===== config.mk =====
export PLATFORM = sky130hd
export DESIGN_NAME = pwr_seq_top
export DESIGN_NICKNAME = d
export VERILOG_FILES = /design/src/rtl/pwr_seq_pkg.sv /design/src/rtl/pwr_seq_regs.sv /design/src/rtl/pwr_seq_mem.sv /design/src/rtl/pwr_seq_arb.sv /design/src/rtl/pwr_seq_engine.sv /design/src/rtl/pwr_seq_top.sv
export SDC_FILE = /design/constraint.sdc
export NUM_CORES = 2
export LEC_CHECK = 0
export CAP_MARGIN = 30
export CELL_PAD_IN_SITES_DETAIL_PLACEMENT = 1
export CELL_PAD_IN_SITES_GLOBAL_PLACEMENT = 2
export CORE_ASPECT_RATIO = 0.6
export CORE_MARGIN = 2
export CORE_UTILIZATION = 52
export CTS_CLUSTER_DIAMETER = 200
export DETAILED_ROUTE_END_ITERATION = 8
export DONT_BUFFER_PORTS = 1
export PLACE_DENSITY_LB_ADDON = 0.2
export SLEW_MARGIN = 10
export SYNTH_ARGS = -nofsm -noshare
export SYNTH_HDL_FRONTEND = slang
export SYNTH_SLANG_ARGS = --single-unit

===== constraint.sdc =====
create_clock -name clk -period 8.3 [get_ports clk]
set_input_delay 0.415 -clock clk [delete_from_list [all_inputs] [get_ports clk]]
set_output_delay 0.415 -clock clk [all_outputs]
set_load 0.01 [all_outputs]

===== src/rtl/pwr_seq_pkg.sv =====
package pwr_seq_pkg;
  localparam logic [7:0] KEY_FIRST  = 8'hC0;
  localparam logic [7:0] KEY_SECOND = 8'h0C;

  localparam logic [7:0] A_KEY   = 8'h00;
  localparam logic [7:0] A_MADDR = 8'h01;
  localparam logic [7:0] A_MDATA = 8'h02;
  localparam logic [7:0] A_PTR0  = 8'h03;
  localparam logic [7:0] A_EV1   = 8'h08;
  localparam logic [7:0] A_EV2   = 8'h09;
  localparam logic [7:0] A_EV3   = 8'h0A;
  localparam logic [7:0] A_CFGSH = 8'h0B;
  localparam logic [7:0] A_CFG1  = 8'h0C;
  localparam logic [7:0] A_STAT  = 8'h0D;

  localparam int NPTR     = 5;
  localparam int PI_SLEEP = 0;
  localparam int PI_W12   = 1;
  localparam int PI_W3    = 2;
  localparam int PI_WARM  = 3;
  localparam int PI_OFF   = 4;

  typedef enum logic [1:0] {LK_LOCKED, LK_HALF, LK_OPEN} lock_t;
  typedef enum logic [1:0] {S_IDLE, S_FETCH, S_EMIT, S_WAIT} eng_state_t;
endpackage


===== src/rtl/pwr_seq_regs.sv =====
module pwr_seq_regs
  import pwr_seq_pkg::*;
#(
  parameter int IDX_W = 6,
  localparam int AW = IDX_W + 2
) (
  input  logic                              clk,
  input  logic                              rst,
  input  logic                              wr_en,
  input  logic [7:0]                        wr_addr,
  input  logic [7:0]                        wr_data,
  input  logic [7:0]                        rd_addr,
  output logic [7:0]                        rd_data,
  input  logic                              busy,
  output logic                              unlocked,
  output logic                              mem_we,
  output logic [AW-1:0]                     mem_waddr,
  output logic [7:0]                        mem_wdata,
  output logic                              off_req,
  output logic [NPTR-1:0][IDX_W-1:0]        ptr_idx,
  output logic                              lvl12,
  output logic                              lvl3,
  output logic                              warm_en,
  output logic                              chg_en
);
  localparam logic [7:0] END_BYTE = 8'((1 << IDX_W) - 1);

  lock_t                 lk;
  logic [AW-1:0]         maddr;
  logic [NPTR-1:0][7:0]  ptr;
  logic [2:0][7:0]       ev;
  logic [7:0]            cfg_sh;
  logic [7:0]            cfg_g1;

  assign unlocked = (lk == LK_OPEN);

  function automatic lock_t lock_next(lock_t cur, logic [7:0] d);
    if (d == KEY_FIRST)                     return LK_HALF;
    else if (cur == LK_HALF && d == KEY_SECOND) return LK_OPEN;
    else                                    return LK_LOCKED;
  endfunction

  always_ff @(posedge clk) begin
    if (rst) begin
      lk        <= LK_LOCKED;
      maddr     <= '0;
      ptr       <= {NPTR{END_BYTE}};
      ev        <= '0;
      cfg_sh    <= 8'h01;
      cfg_g1    <= 8'h02;
      mem_we    <= 1'b0;
      mem_waddr <= '0;
      mem_wdata <= '0;
      off_req   <= 1'b0;
    end else begin
      mem_we  <= 1'b0;
      off_req <= 1'b0;
      if (wr_en) begin
        if (wr_addr == A_KEY) begin
          lk <= lock_next(lk, wr_data);
        end else if (lk == LK_OPEN) begin
          if (wr_addr >= A_PTR0 && wr_addr < A_PTR0 + 8'(NPTR))
            ptr[3'(wr_addr - A_PTR0)] <= wr_data;
          case (wr_addr)
            A_MADDR: maddr <= wr_data[AW-1:0];
            A_MDATA: begin
              mem_we    <= 1'b1;
              mem_waddr <= maddr;
              mem_wdata <= wr_data;
            end
            A_EV1: begin
              ev[0]   <= {wr_data[7:1], 1'b0};
              off_req <= wr_data[0];
            end
            A_EV2:   ev[1]  <= wr_data;
            A_EV3:   ev[2]  <= wr_data;
            A_CFGSH: cfg_sh <= wr_data;
            A_CFG1:  cfg_g1 <= wr_data;
            default: ;
          endcase
        end
      end
    end
  end

  always_ff @(posedge clk) begin
    if (rst) rd_data <= '0;
    else begin
      rd_data <= '0;
      if (rd_addr >= A_PTR0 && rd_addr < A_PTR0 + 8'(NPTR))
        rd_data <= ptr[3'(rd_addr - A_PTR0)];
      case (rd_addr)
        A_MADDR: rd_data <= 8'(maddr);
        A_EV1:   rd_data <= ev[0];
        A_EV2:   rd_data <= ev[1];
        A_EV3:   rd_data <= ev[2];
        A_CFGSH: rd_data <= cfg_sh;
        A_CFG1:  rd_data <= cfg_g1;
        A_STAT:  rd_data <= {6'd0, unlocked, busy};
        default: ;
      endcase
    end
  end

  for (genvar g = 0; g < NPTR; g++) begin : g_ptr
    assign ptr_idx[g] = ptr[g][IDX_W-1:0];
  end

  assign lvl12   = ev[0][3] | ev[1][3];
  assign lvl3    = ev[2][3];
  assign warm_en = ev[0][4] | ev[1][4] | ev[2][4];
  assign chg_en  = cfg_g1[1];
endmodule


===== src/rtl/pwr_seq_mem.sv =====
module pwr_seq_mem #(
  parameter int AW = 8,
  localparam int DEPTH = 1 << AW
) (
  input  logic          clk,
  input  logic          we,
  input  logic [AW-1:0] waddr,
  input  logic [7:0]    wdata,
  input  logic [AW-1:0] raddr,
  output logic [7:0]    rdata
);
  logic [7:0] ram [DEPTH];

  always_ff @(posedge clk) begin
    if (we) ram[waddr] <= wdata;
  end

  always_ff @(posedge clk) begin
    rdata <= ram[raddr];
  end
endmodule


===== src/rtl/pwr_seq_arb.sv =====
module pwr_seq_arb
  import pwr_seq_pkg::*;
#(
  parameter int IDX_W = 6
) (
  input  logic                       clk,
  input  logic                       rst,
  input  logic                       idle,
  input  logic                       sleep_req,
  input  logic                       wake12_in,
  input  logic                       wake3_in,
  input  logic                       chg_in,
  input  logic                       warm_in,
  input  logic                       off_req,
  input  logic [NPTR-1:0][IDX_W-1:0] ptr_idx,
  input  logic                       lvl12,
  input  logic                       lvl3,
  input  logic                       warm_en,
  input  logic                       chg_en,
  output logic                       go,
  output logic [IDX_W-1:0]           start_idx
);
  localparam logic [IDX_W-1:0] END_IDX = '1;

  logic prev12, prev3, prevchg;
  logic trig12, trig3, hit;

  always_ff @(posedge clk) begin
    if (rst) begin
      prev12  <= 1'b0;
      prev3   <= 1'b0;
      prevchg <= 1'b0;
    end else begin
      prev12  <= wake12_in;
      prev3   <= wake3_in;
      prevchg <= chg_in;
    end
  end

  assign trig12 = (lvl12 ? wake12_in : (wake12_in & ~prev12)) |
                  (chg_en & chg_in & ~prevchg);
  assign trig3  = lvl3 ? wake3_in : (wake3_in & ~prev3);

  always_comb begin
    hit       = 1'b1;
    start_idx = END_IDX;
    if (warm_in && warm_en)  start_idx = ptr_idx[PI_WARM];
    else if (off_req)        start_idx = ptr_idx[PI_OFF];
    else if (sleep_req)      start_idx = ptr_idx[PI_SLEEP];
    else if (trig12)         start_idx = ptr_idx[PI_W12];
    else if (trig3)          start_idx = ptr_idx[PI_W3];
    else                     hit = 1'b0;
  end

  assign go = idle && hit && (start_idx != END_IDX);
endmodule


===== src/rtl/pwr_seq_engine.sv =====
module pwr_seq_engine
  import pwr_seq_pkg::*;
#(
  parameter int IDX_W    = 6,
  parameter int PRESCALE = 32,
  localparam int AW = IDX_W + 2,
  localparam int PW = (PRESCALE > 1) ? $clog2(PRESCALE) : 1
) (
  input  logic             clk,
  input  logic             rst,
  input  logic             go,
  input  logic [IDX_W-1:0] start_idx,
  output logic [AW-1:0]    mem_raddr,
  input  logic [7:0]       mem_rdata,
  output logic [15:0]      msg,
  output logic             msg_valid,
  output logic             busy
);
  localparam logic [IDX_W-1:0] END_IDX = '1;

  eng_state_t       st;
  logic [IDX_W-1:0] idx;
  logic [2:0]       ph;
  logic [7:0]       hi, lo, dly, nxt;
  logic [PW-1:0]    pre;

  assign mem_raddr = {idx, ph[1:0]};
  assign busy      = (st != S_IDLE);

  always_ff @(posedge clk) begin
    if (rst) begin
      st        <= S_IDLE;
      idx       <= '0;
      ph        <= '0;
      hi        <= '0;
      lo        <= '0;
      dly       <= '0;
      nxt       <= '0;
      pre       <= '0;
      msg       <= '0;
      msg_valid <= 1'b0;
    end else begin
      msg_valid <= 1'b0;
      case (st)
        S_IDLE: if (go) begin
          idx <= start_idx;
          ph  <= '0;
          st  <= S_FETCH;
        end
        S_FETCH: begin
          ph <= ph + 3'd1;
          case (ph)
            3'd1: hi  <= mem_rdata;
            3'd2: lo  <= mem_rdata;
            3'd3: dly <= mem_rdata;
            3'd4: begin
              nxt <= mem_rdata;
              st  <= S_EMIT;
            end
            default: ;
          endcase
        end
        S_EMIT: begin
          msg       <= {hi, lo};
          msg_valid <= 1'b1;
          pre       <= '0;
          st        <= S_WAIT;
        end
        S_WAIT: begin
          if (dly == 8'd0) begin
            if (nxt[IDX_W-1:0] == END_IDX) st <= S_IDLE;
            else begin
              idx <= nxt[IDX_W-1:0];
              ph  <= '0;
              st  <= S_FETCH;
            end
          end else if (pre == PW'(PRESCALE - 1)) begin
            pre <= '0;
            dly <= dly - 8'd1;
          end else begin
            pre <= pre + 1'b1;
          end
        end
        default: st <= S_IDLE;
      endcase
    end
  end
endmodule


===== src/rtl/pwr_seq_top.sv =====
module pwr_seq_top
  import pwr_seq_pkg::*;
#(
  parameter int IDX_W    = 6,
  parameter int PRESCALE = 32,
  localparam int AW = IDX_W + 2
) (
  input  logic        clk,
  input  logic        rst,
  input  logic        wr_en,
  input  logic [7:0]  wr_addr,
  input  logic [7:0]  wr_data,
  input  logic [7:0]  rd_addr,
  output logic [7:0]  rd_data,
  input  logic        sleep_req,
  input  logic        wake12_in,
  input  logic        wake3_in,
  input  logic        chg_in,
  input  logic        warm_in,
  output logic [15:0] msg,
  output logic        msg_valid,
  output logic        busy
);
  logic                       unlocked;
  logic                       mem_we;
  logic [AW-1:0]              mem_waddr, mem_raddr;
  logic [7:0]                 mem_wdata, mem_rdata;
  logic                       off_req;
  logic [NPTR-1:0][IDX_W-1:0] ptr_idx;
  logic                       lvl12, lvl3, warm_en, chg_en;
  logic                       go;
  logic [IDX_W-1:0]           start_idx;

  pwr_seq_regs #(.IDX_W(IDX_W)) u_regs (
    .clk(clk), .rst(rst), .wr_en(wr_en), .wr_addr(wr_addr), .wr_data(wr_data),
    .rd_addr(rd_addr), .rd_data(rd_data), .busy(busy), .unlocked(unlocked),
    .mem_we(mem_we), .mem_waddr(mem_waddr), .mem_wdata(mem_wdata),
    .off_req(off_req), .ptr_idx(ptr_idx), .lvl12(lvl12), .lvl3(lvl3),
    .warm_en(warm_en), .chg_en(chg_en)
  );

  pwr_seq_mem #(.AW(AW)) u_mem (
    .clk(clk), .we(mem_we), .waddr(mem_waddr), .wdata(mem_wdata),
    .raddr(mem_raddr), .rdata(mem_rdata)
  );

  pwr_seq_arb #(.IDX_W(IDX_W)) u_arb (
    .clk(clk), .rst(rst), .idle(!busy), .sleep_req(sleep_req),
    .wake12_in(wake12_in), .wake3_in(wake3_in), .chg_in(chg_in),
    .warm_in(warm_in), .off_req(off_req), .ptr_idx(ptr_idx),
    .lvl12(lvl12), .lvl3(lvl3), .warm_en(warm_en), .chg_en(chg_en),
    .go(go), .start_idx(start_idx)
  );

  pwr_seq_engine #(.IDX_W(IDX_W), .PRESCALE(PRESCALE)) u_eng (
    .clk(clk), .rst(rst), .go(go), .start_idx(start_idx),
    .mem_raddr(mem_raddr), .mem_rdata(mem_rdata), .msg(msg),
    .msg_valid(msg_valid), .busy(busy)
  );
endmodule


==> flow_metrics.tcl <==
set metrics [dict create \
    end_kind "flip-flop" \
    detailroute.via_count 45935 \
    cts_tree "done" \
    synth-edff-count 2048 \
    htree_levels 4 \
    grt_pass1_vias 45393 \
    outcome "completed" \
    postRouteWirelength_um 240000 \
    synth-simple-area-share_pct 3.94 \
    hpwl_um 147000 \
    drv_slew 0 \
    max_cap_violations 0 \
    grt_use_total_pct 28.0 \
    final_cell_mix "edfxtp_1 (2048), mux4_2 (518), nor2_1 (366)" \
    max_slew_margin_pct 24.8 \
    die_h_um 322 \
    postCtsSetupRepairBufs 0 \
    crit_top_cell "buf_4" \
    die_area_mm2 0.172 \
    numCtsBuffers 206 \
    place_congestion 0.855 \
    min_path_type "in2reg" \
    cts_resized 0 \
    crit_chain "buf_4, and2_2, buf_4, nand2_1, o221ai_1, a211oi_1, a21oi_1, nand4_1, a31oi_1" \
    final_common_cell "edfxtp_1" \
    p_per_area_mw_per_mm2 252 \
    io_buffers 0 \
    period_share_pct 52.2 \
    firstDrtPassIters 6 \
    synth-xor-area-share_pct 0.0200 \
    syn_inst 4522 \
    synth_mux_area_share_pct 15.9 \
    cpPeakStageDelay_ps 660 \
    grt_pass1_wl_um 343000 \
    globalRouteOverflowTotal 0 \
    io_pins 58 \
    min_period_ps 4330 \
    worstPathArrival_ps 5120 \
    synth_area_per_cell_um2 19.4 \
    vias_per_cell 6.58 \
    criticalPathCategory "reg2reg" \
    top_layer "met5" \
    grt_max_degree 216 \
    synth.yosys.seq_area_share_pct 74.6 \
    met1_length_um 109000 \
    synth_ff_type "edfxtp_1" \
    hold_violations 0 \
    critPathLaunchType "flip-flop" \
    numClockSinks 2237 \
    rows 116 \
    synth_top_family_by_area "multiplexers" \
    vdd_drop_max_uv 194 \
    synth-async-reset-ratio_pct 0 \
    fin_nets 4626 \
    drc 0 \
    syn_area_mm2 0.0875 \
    setup_tns_ps 0 \
    critPathSlowestCell "buf_4" \
    worstMarginPinSlew_ps 1130 \
    route.met2.wl_um 98300 \
    synth_seq_cells 2237 \
    synth_compound_area_share_pct 3.42 \
    synth_cell_types 72 \
    yosysWarningCount 0 \
    drive_above_1_share_pct 20.3 \
    area_growth_pct 10.4 \
    start_util_pct 52.4 \
    drt_iter0_drc 6536 \
    die_x_um 534 \
    antenna_found_initial 12 \
    worst_path_dominant_cell_family "buffers and inverters" \
    p_leak_nw 34.3 \
    cts.clk_slew.worst_paths_ps 70 \
    rsz0062_at_grt "no" \
    fin_util_pct 57.9 \
    ctsRootBufferMaster "clkbuf_16" \
    post_drt_wl_per_cell_um 34.3 \
    finalClockSkew_ps 36.1 \
    crit_buf_inv 2 \
    synth_nets 4575 \
    drtAntennaViolNets 0 \
    fp.coreArea_mm2 0.167 \
    required_ps 9080 \
    max_clock_freq_ghz 0.231 \
    yosys.area_share.adder_pct 0.300 \
    clock_latency_ps 860 \
    fillers 14309 \
    clk_path_buf_depth 4 \
    setup_viol 0 \
    dr_wl_met3_um 28100 \
    critPathMaxFanout 48 \
]
-- metal layers --
metal  GRT usage, %  vias to the layer above
met4           5.75                        4
li1               -                    18539
met2           37.0                     2428
met3           8.04                      294
met5              0                        -
met1           45.7                    24670
-- synth_stat cells, drive strengths merged (3+ instances only) --
library cell     n  share of area (%)
a32o             3              0.034
nor3            28               0.17
mux2i          211                2.4
o221ai          23               0.23
o22a             5              0.050
a41oi            3              0.030
nor4b            3              0.037
mux4           518                 13
a22o            35               0.35
nand4           23               0.16
clkbuf         149               0.64
o311ai           4              0.040
edfxtp        2048                 70
nand2          174               0.75
a31oi           27               0.19
o31ai            3              0.031
a21oi          117               0.67
o211ai           9              0.077
and3             6              0.049
nor2           368                1.6
a2111oi          3              0.030
o21ai           28               0.16
nand3           98               0.56
dfxtp          189                4.3
and2            14               0.10
mux2            10               0.13
a221oi          19               0.19
a211o            7              0.070
nand2b          11              0.079
nand4b           3              0.030
nand3b           6              0.051
buf            138                1.1
a211oi          18               0.15
o22ai           15               0.11
or3              4              0.029
a22oi           99               0.85
or4              4              0.034
ha              21               0.30
nor2b           30               0.21
or2              3              0.021
nor4             4              0.036
inv             20              0.086
-- kinds of logic after synthesis --
family | count (synthesis)
adder cells (fa/ha/maj) | 21
XOR/XNOR | 2
multiplexers | 739
flip-flops | 2237
AND/OR/NAND/NOR | 782
buffers and inverters | 308
AO/OA/AOI/OAI | 433
-- final cells by class --
| type | count | area [µm²] | share of cell area [%] |
|---|---|---|---|
| tap | 2242 | 2810 | 2.90 |
| inverter | 21 | 78.8 | 0.0816 |
| antenna | 4 | 10.0 | 0.0104 |
| timing repair buffer | 130 | 1350 | 1.39 |
| clock buffer | 256 | 5470 | 5.66 |
| multi-input combinational | 1977 | 20700 | 21.4 |
| clock inverter | 112 | 883 | 0.915 |
| sequential | 2237 | 65300 | 67.6 |
-- repair_timing --
| action | CTS | global route |
|---|---|---|
| hold endpoints to repair | 176 | 0 |
| endpoints found under the setup margin | 0 | 0 |
| hold buffers | 17 | 0 |
-- sequential cells by signal, summed over array words and instances, names as in the netlist, 2 cells and up --
register,flops
u_eng.nxt,6
u_regs.mem_waddr,8
u_regs.ptr_idx,30
u_eng.lo,8
u_eng.dly,8
u_mem.rdata,8
u_eng.hi,8
u_eng.ph,3
u_eng.msg,16
u_regs.ev,22
u_eng.st,2
u_regs.mem_wdata,8
u_regs.cfg_g1,8
u_eng.pre,5
u_mem.ram,2048
u_regs.lk,2
u_regs.cfg_sh,8
u_regs.ptr,10
u_regs.rd_data,8
u_regs.maddr,8
u_eng.idx,6
-- report_power, final --
part	internal, mW	switching (mW)
combinational	0.901	1.83
clock	5.07	4.15
sequential	12.2	0.193
total	18.1	6.18
-- per-stage QoR --
stage	instances	hold slack (ps)	instance area [µm²]	setup slack [ps]	power, mW
6_report	6979	47.3	96600	3970	24.3
5_1_grt	6975	54.8	96600	3880	25.0
4_1_cts	6940	23.4	96200	3950	24.4
3_5_place_dp	6555	445	89700	3950	15.3
3_3_place_gp	6546	442	89500	4010	15.2
2_1_floorplan	4522	436	87500	4050	14.3
-- worst paths after layout --
path,start,to,slack [ps],cells past startpoint
max,u_eng.idx[0]$_SDFFE_PP0P_,u_mem.rdata[1]$_DFF_P_,3970,9
min,rst,u_eng.msg[15]$_SDFFE_PP0P_,50,2
max reg2reg,u_eng.idx[0]$_SDFFE_PP0P_,u_mem.rdata[1]$_DFF_P_,3970,9
min reg2reg,u_eng.hi[7]$_SDFFE_PP0P_,u_eng.hi[7]$_SDFFE_PP0P_,460,2
Note: power is estimated with default switching activity, not from simulation.
